**config.mk**
```make
export PLATFORM = sky130hd
export DESIGN_NAME = pmp_chk_match
export DESIGN_NICKNAME = d
export VERILOG_FILES = /design/src/rtl/pmp_chk_pkg.sv /design/src/rtl/pmp_chk_match.sv
export SDC_FILE = /design/constraint.sdc
export NUM_CORES = 1
export LEC_CHECK = 0
export BUFFER_PORTS_ARGS = -buffer_cell sky130_fd_sc_hd__buf_2
export CAP_MARGIN = 20
export CORE_MARGIN = 4
export CORE_UTILIZATION = 50
export DETAILED_ROUTE_END_ITERATION = 10
export PLACE_DENSITY = 0.83
export SLEW_MARGIN = 25
export SYNTH_ARGS = -nofsm -noshare
export SYNTH_HDL_FRONTEND = slang
export SYNTH_SLANG_ARGS = --single-unit
export TNS_END_PERCENT = 30
```
**constraint.sdc**
```tcl
create_clock -name vclk -period 7.8
set_input_delay 1.56 -clock vclk [all_inputs]
set_output_delay 1.56 -clock vclk [all_outputs]
set_load 0.02 [all_outputs]
```
**src/rtl/pmp_chk_pkg.sv**
```systemverilog
package pmp_chk_pkg;
   typedef enum logic {
      ENT_OFF = 1'b0,
      ENT_TOR = 1'b1
   } ent_mode_e;

   typedef struct packed {
      ent_mode_e mode;
      logic      r;
      logic      w;
   } ent_cfg_t;
endpackage

```
**src/rtl/pmp_chk_match.sv**
```systemverilog
module pmp_chk_match
   import pmp_chk_pkg::*;
#(
   parameter int AW    = 32,
   parameter int LW    = 8,
   parameter int N_ENT = 8,
   parameter int N_MD  = 4,
   localparam int EIW  = (N_ENT > 1) ? $clog2(N_ENT) : 1,
   localparam int MDW  = (N_MD > 1) ? $clog2(N_MD) : 1,
   localparam int PW   = $clog2(N_ENT + 1)
) (
   input  logic [AW-1:0]   addr_q [N_ENT],
   input  ent_cfg_t        cfg_q  [N_ENT],
   input  logic [MDW-1:0]  md_q   [N_ENT],
   input  logic [N_MD-1:0] md_bits,
   input  logic [PW-1:0]   prio_cnt,
   input  logic [AW-1:0]   req_addr,
   input  logic [LW-1:0]   req_len,
   input  logic            req_write,
   output logic            allow,
   output logic            hit,
   output logic [EIW-1:0]  idx
);
   logic [AW:0] a_lo, a_hi;
   logic [N_ENT-1:0] ov, full, perm;

   assign a_lo = {1'b0, req_addr};
   assign a_hi = a_lo + (AW+1)'(req_len);

   for (genvar i = 0; i < N_ENT; i++) begin : g_cmp
      logic [AW:0] base, top;
      logic        elig;
      if (i == 0) begin : g_first
         assign base = '0;
      end else begin : g_rest
         assign base = {1'b0, addr_q[i-1]};
      end
      assign top  = {1'b0, addr_q[i]};
      assign elig = (cfg_q[i].mode == ENT_TOR) && (int'(md_q[i]) < N_MD)
                    && md_bits[md_q[i]] && (base < top);
      assign ov[i]   = elig && (a_lo < top) && (a_hi >= base);
      assign full[i] = elig && (a_lo >= base) && (a_hi < top);
      assign perm[i] = req_write ? cfg_q[i].w : cfg_q[i].r;
   end

   always_comb begin
      logic           p_found, p_ok, n_found;
      logic [EIW-1:0] p_idx, n_idx;
      p_found = 1'b0;
      p_ok    = 1'b0;
      p_idx   = '0;
      n_found = 1'b0;
      n_idx   = '0;
      for (int i = 0; i < N_ENT; i++) begin
         if (i < int'(prio_cnt)) begin
            if (!p_found && ov[i]) begin
               p_found = 1'b1;
               p_idx   = EIW'(i);
               p_ok    = full[i] && perm[i];
            end
         end else if (!n_found && full[i] && perm[i]) begin
            n_found = 1'b1;
            n_idx   = EIW'(i);
         end
      end
      if (p_found) begin
         allow = p_ok;
         hit   = 1'b1;
         idx   = p_idx;
      end else begin
         allow = n_found;
         hit   = n_found;
         idx   = n_idx;
      end
   end
endmodule

```
Word-level counts from Yosys, hierarchy flattened
Cells that the tools add are included.
{ "totals": {"ff_bits": 0, "in_bits": 345, "output_inout_bits": 5, "word_cells": 251} }
{ "classes": {"addsub": 1, "order_cmp": 56, "mux": 103, "n_reduce_logical": 91} }
{ "op_table": {"columns": ["cell", "n"], "rows": [
  ["$lt 32x32->1", 15],
  ["$lt 33x32->1", 8],
  ["$ge 33x32->1", 7],
  ["$ge 32x32->1", 7],
  ["$mux 3", 27],
  ["$logic_and 1x1->1", 77],
  ["$mux 1", 68],
  ["$add 32x8->33", 1],
  ["$ge 33x1->1 const B", 1],
  ["$ge 32x1->1 const B", 1],
  ["$lt 1x32->1 const A", 1],
  ["$lt 2x3->1 const B", 8],
  ["$bmux 1 s2", 8],
  ["$lt 3x4->1 const A", 4],
  ["$logic_not 1->1", 14],
  ["$lt 1x4->1 const A", 2],
  ["$lt 2x4->1 const A", 2]
]} }

Logic depth before layout (Yosys ltp)
{ "logic_depth": {"ltp_word": 45, "ltp_mapped": 22, "depth_no_buf": 22} }

Least setup slack after synthesis
OpenSTA, ideal clock, no wires.
{ "synth_timing": {"kind": "input -> output", "startpoint": "input port req_addr[1]", "endpoint": "output port idx[0]", "t_arrival_ps": 6337, "setup_slack_ps": -97, "cell_stages": 21, "path_buffers": 0, "cell_sequence": "ha_1 -> a21o_1 -> a21oi_1 -> o21bai_1 -> a21oi_1 -> o21bai_1 -> a41oi_1 -> nor3_1 -> nand3_1 -> xnor2_1 -> ha_1 -> nand4_1 -> nor4_1 -> nand3b_1 -> nor4_1 -> nor4_1 -> or4_1 -> o21ai_1 -> nor4_4 -> o31a_1 -> a221oi_1"} }
{ "synth_via": {"elab_chain_len": 42} }
{ "synth_rtl": {"columns": ["item", "line", "rtl"], "rows": [
  ["from (decl)", "pmp_chk_match.sv:17", "input logic [AW-1:0] req_addr,"],
  ["$add 32x8->33 or $ge 32x1->1 (tied branches)", "pmp_chk_match.sv:28, pmp_chk_match.sv:42", null],
  ["$lt 33x32->1 or $logic_and 1x1->1 (tied branches)", "pmp_chk_match.sv:42", "assign full[i] = elig && (a_lo >= base) && (a_hi < top);"],
  ["$logic_and 1x1->1", "pmp_chk_match.sv:42", null],
  ["$logic_and 1x1->1", "pmp_chk_match.sv:61", "end else if (!n_found && full[i] && perm[i]) begin"],
  ["$mux 1", "pmp_chk_match.sv:61", null],
  ["$mux 1", "pmp_chk_match.sv:55", "if (i < int'(prio_cnt)) begin"],
  ["$logic_not 1->1", "pmp_chk_match.sv:61", null],
  ["$logic_and 1x1->1 (2 in series)", "pmp_chk_match.sv:61", null],
  ["(+23 left out)", null, null],
  ["$logic_and 1x1->1 (2 in series)", "pmp_chk_match.sv:61", null],
  ["$mux 1", "pmp_chk_match.sv:61", null],
  ["$mux 1", "pmp_chk_match.sv:55", null],
  ["$logic_not 1->1", "pmp_chk_match.sv:61", null],
  ["$logic_and 1x1->1 (2 in series)", "pmp_chk_match.sv:61", null],
  ["$mux 3", "pmp_chk_match.sv:61", null],
  ["$mux 3", "pmp_chk_match.sv:55", null],
  ["$mux 3 *", "pmp_chk_match.sv:66", "if (p_found) begin"],
  ["to (decl)", "pmp_chk_match.sv:22", "output logic [EIW-1:0] idx"]
]} }
Mark *: on every way between the ends. The rest lies on a longest branch, timed or not.

Worst setup path after layout
{ "layout_timing": {"startpoint": "input port req_addr[1]", "endpoint": "output port allow"} }
{ "layout_via": {"elab_chain_len": 42} }
{ "layout_rtl": {"columns": ["item", "line", "rtl"], "rows": [
  ["$add 32x8->33 or $ge 32x1->1 (tied branches)", "pmp_chk_match.sv:28, pmp_chk_match.sv:42", null],
  ["$lt 33x32->1 or $logic_and 1x1->1 (tied branches)", "pmp_chk_match.sv:42", null],
  ["$logic_and 1x1->1", "pmp_chk_match.sv:42", null],
  ["$logic_and 1x1->1", "pmp_chk_match.sv:59, pmp_chk_match.sv:61", null],
  ["$mux 1", "pmp_chk_match.sv:61", null],
  ["$mux 1", "pmp_chk_match.sv:55", null],
  ["$logic_not 1->1", "pmp_chk_match.sv:61", null],
  ["$logic_and 1x1->1 (2 in series)", "pmp_chk_match.sv:61", null],
  ["(+23 left out)", null, null],
  ["$logic_and 1x1->1 (2 in series)", "pmp_chk_match.sv:61", null],
  ["$mux 1", "pmp_chk_match.sv:61", null],
  ["$mux 1", "pmp_chk_match.sv:55", null],
  ["$logic_not 1->1", "pmp_chk_match.sv:61", null],
  ["$logic_and 1x1->1 (2 in series)", "pmp_chk_match.sv:61", null],
  ["$mux 1", "pmp_chk_match.sv:61", null],
  ["$mux 1", "pmp_chk_match.sv:55", null],
  ["$mux 1 *", "pmp_chk_match.sv:66", null],
  ["to (decl)", "pmp_chk_match.sv:20", "output logic allow,"]
]} }
Marked as above.

==> impl_metrics.env <==
export IMPL_vdd_drop_max_mv=0.04241
export IMPL_ctsHoldBuffers=0
export IMPL_hp_start="prio_cnt[2]"
export IMPL_max_stage_delay_ns=0.33
export IMPL_ys_types=75
export IMPL_grt_usage=0.3760
export IMPL_timing_worst_slew_pin_value_ns=1.063
export IMPL_dieHeight_um=199.3
export IMPL_drt_wirelength_per_cell_um=23.27
export IMPL_num_io_pins=350
export IMPL_grt_ovfl_total=0
export IMPL_dieArea_um2=39710
export IMPL_status="complete, but fails checks"
export IMPL_ff_latch_area_um2=0
export IMPL_crit_top_cell="buf_4"
export IMPL_max_slew_margin_rel=0.2827
export IMPL_place_hpwl_um=68560
export IMPL_synthMuxAreaShare=0.01484
export IMPL_synth_top_family_by_area="adder cells"
export IMPL_fin_nets=3995
export IMPL_numPortBuffers=350
export IMPL_slew_viol_final=0
export IMPL_hold_end="idx[0]"
export IMPL_synth_xor_area_share=0.01341
export IMPL_syn_cell_area_um2=18290
export IMPL_avgViaCountPerCell=6.502
export IMPL_synth_largest_area_cell="ha_1"
export IMPL_yosysMostFrequentCell="ha_1"
export IMPL_setup_viol=5
export IMPL_yosys_area_share_simple=0.1917
export IMPL_whs_ns=3.924
export IMPL_coreArea_um2=35830
export IMPL_timing_fmax_mhz=123.6
export IMPL_crit_slowest_cell="ha_1"
export IMPL_totalPowerFinal_mw=1.509
export IMPL_seq_cell_count=0
export IMPL_path_class="input port to output pin"
export IMPL_drive_above_1_share=0.2301
export IMPL_power_density_nw_per_um2=65.75
export IMPL_hp_class="input port to output pin"
export IMPL_hold_depth=6
export IMPL_fillerInstances=3195
export IMPL_first_pass_iters=6
export IMPL_synth_compound_area_frac=0.2185
export IMPL_drc_errors=0
export IMPL_clkbuf_count=0
export IMPL_syn_inst=2357
export IMPL_area_delta_synth_final_pct=25.45
export IMPL_synth_warnings=0
export IMPL_start_kind="input port"
export IMPL_period_minus_slack_ns=8.093
export IMPL_grt_max_degree=14
export IMPL_critical_path_arrival_ns=6.53
export IMPL_rsz0062_at_grt="true"
export IMPL_synth_area_per_cell_um2=7.760
export IMPL_cap_violations=0
export IMPL_ys_seq_area_frac=0
export IMPL_power_leakage_nw=12.31
export IMPL_fin_util=0.6405
export IMPL_start_util=0.5105
export IMPL_fin_ws_ns=-0.2932
export IMPL_failed_checks="setup timing"
export IMPL_required_ns=6.24
export IMPL_fp_dieW_um=199.3
export IMPL_grt_pass1_wl_um=118700
export IMPL_place_gp_congestion=1.004
export IMPL_end_kind="output pin"
export IMPL_drt_iter0_markers=2004
export IMPL_synthTopCellsByArea="ha_1, a21oi_1, inv_1, nand4_1, o21ai_0"
export IMPL_syn_nets=3438
export IMPL_grt_pass1_vias=22320
export IMPL_ant_nets=0
export IMPL_cp_max_fo=7
export IMPL_vias=21940
export IMPL_ys_top_cells_by_count="ha_1, inv_1, a21oi_1, nand2_1, o21ai_0"
export IMPL_fin_crit_sh=1.038
export IMPL_synth_top_cell_area_share=0.5028
export IMPL_totalWireLength_um=78550
export IMPL_synthAdderAreaFrac=0.5039
export IMPL_post_place_ws_ns=-0.6024
export IMPL_antenna_found_initial=1
export IMPL_hold_viol_final=0
export IMPL_placementRows=69
layout make-up:
type | instances | area (um2) | area share
Tap cell | 461 | 576.8 | 0.02514
Antenna cell | 2 | 5.005 | 0.0002181
Inverter | 278 | 1044 | 0.04547
Timing Repair Buffer | 558 | 3396 | 0.1480
Multi-Input combinational cell | 2076 | 17930 | 0.7812
worst max-delay path by stage:
stage                      startpoint  endpoint  cells after the start
after global placement    req_addr[1]       hit                     26
after global routing      req_addr[1]    idx[0]                     26
after detailed placement  req_addr[0]     allow                     25
after floorplan           req_addr[0]     allow                     21
final                     req_addr[1]     allow                     29
after CTS                 req_addr[7]    idx[0]                     25
placed cells by master, fill, tap and decap left out, types with 13 or more instances in the layout:
master	synthesis	layout
nor4_1	36	32
nand3_1	69	67
and3_1	14	13
and4_1	23	23
o21a_1	25	23
nand2_1	150	145
ha_1	735	722
buf_4	0	204
nand2b_1	18	18
buf_2	0	342
o21ai_0	132	128
nor2_1	104	100
nor2b_1	33	31
a21oi_1	227	217
a211oi_1	41	38
nor3_1	47	43
ha_4	0	13
inv_1	278	278
nand4_1	114	114
a31oi_1	19	18
o211ai_1	29	29
a21o_1	50	50
routing by layer:
layer / vias up / share of wire / track usage
li1: 10190 / - / -
met2: 1227 / 0.44 / 0.6345
met4: 0 / 0.068 / 0.1930
met5: - / 0 / 0
met1: 10190 / 0.40 / 0.4678
met3: 329 / 0.084 / 0.04974
worst max-delay path, delay by kind of cell:
family | cells | cell delay (ns)
xor gates and xnor gates | 1 | 0.23
adders and majority gates | 2 | 0.58
and+or+nand+nor | 6 | 1.11
muxes | 1 | 0.31
AOI/OAI and AO/OA | 9 | 1.30
buffers and inverters | 10 | 1.43
power breakdown:
group	total, mW	switching, mW	internal, mW	leakage (nW)
combinational	1.51	0.869	0.640	12.3
clock	0.0000000343	0	0.0000000343	0.0000127
sequential	0	0	0	0
metrics by stage:
step	cell area, um2	instances	TNS [ns]
after floorplan	18300	2357	-0.03330
after global placement	21940	3342	-2.481
after detailed placement	21940	3342	-2.714
after CTS	22750	3367	-0.6419
after global routing	22940	3374	-1.953
final	22950	3375	-0.9779
cell families after synthesis:
family / after synthesis
AO/OA/AOI/OAI: 636
XOR/XNOR: 28
adder cells (fa/ha/maj): 736
buffers and inverters: 281
multiplexers: 17
AND/OR/NAND/NOR: 659
timing repair:
| item | 4_1_cts | 5_1_grt |
|---|---|---|
| gates cloned | 0 | 0 |
| endpoints found under the setup margin | 5 | 5 |
| buffers inserted | 27 | 6 |
| pin swaps | 63 | 29 |
| gates resized for setup | 95 | 30 |
Power figures use the tool's default switching activity.
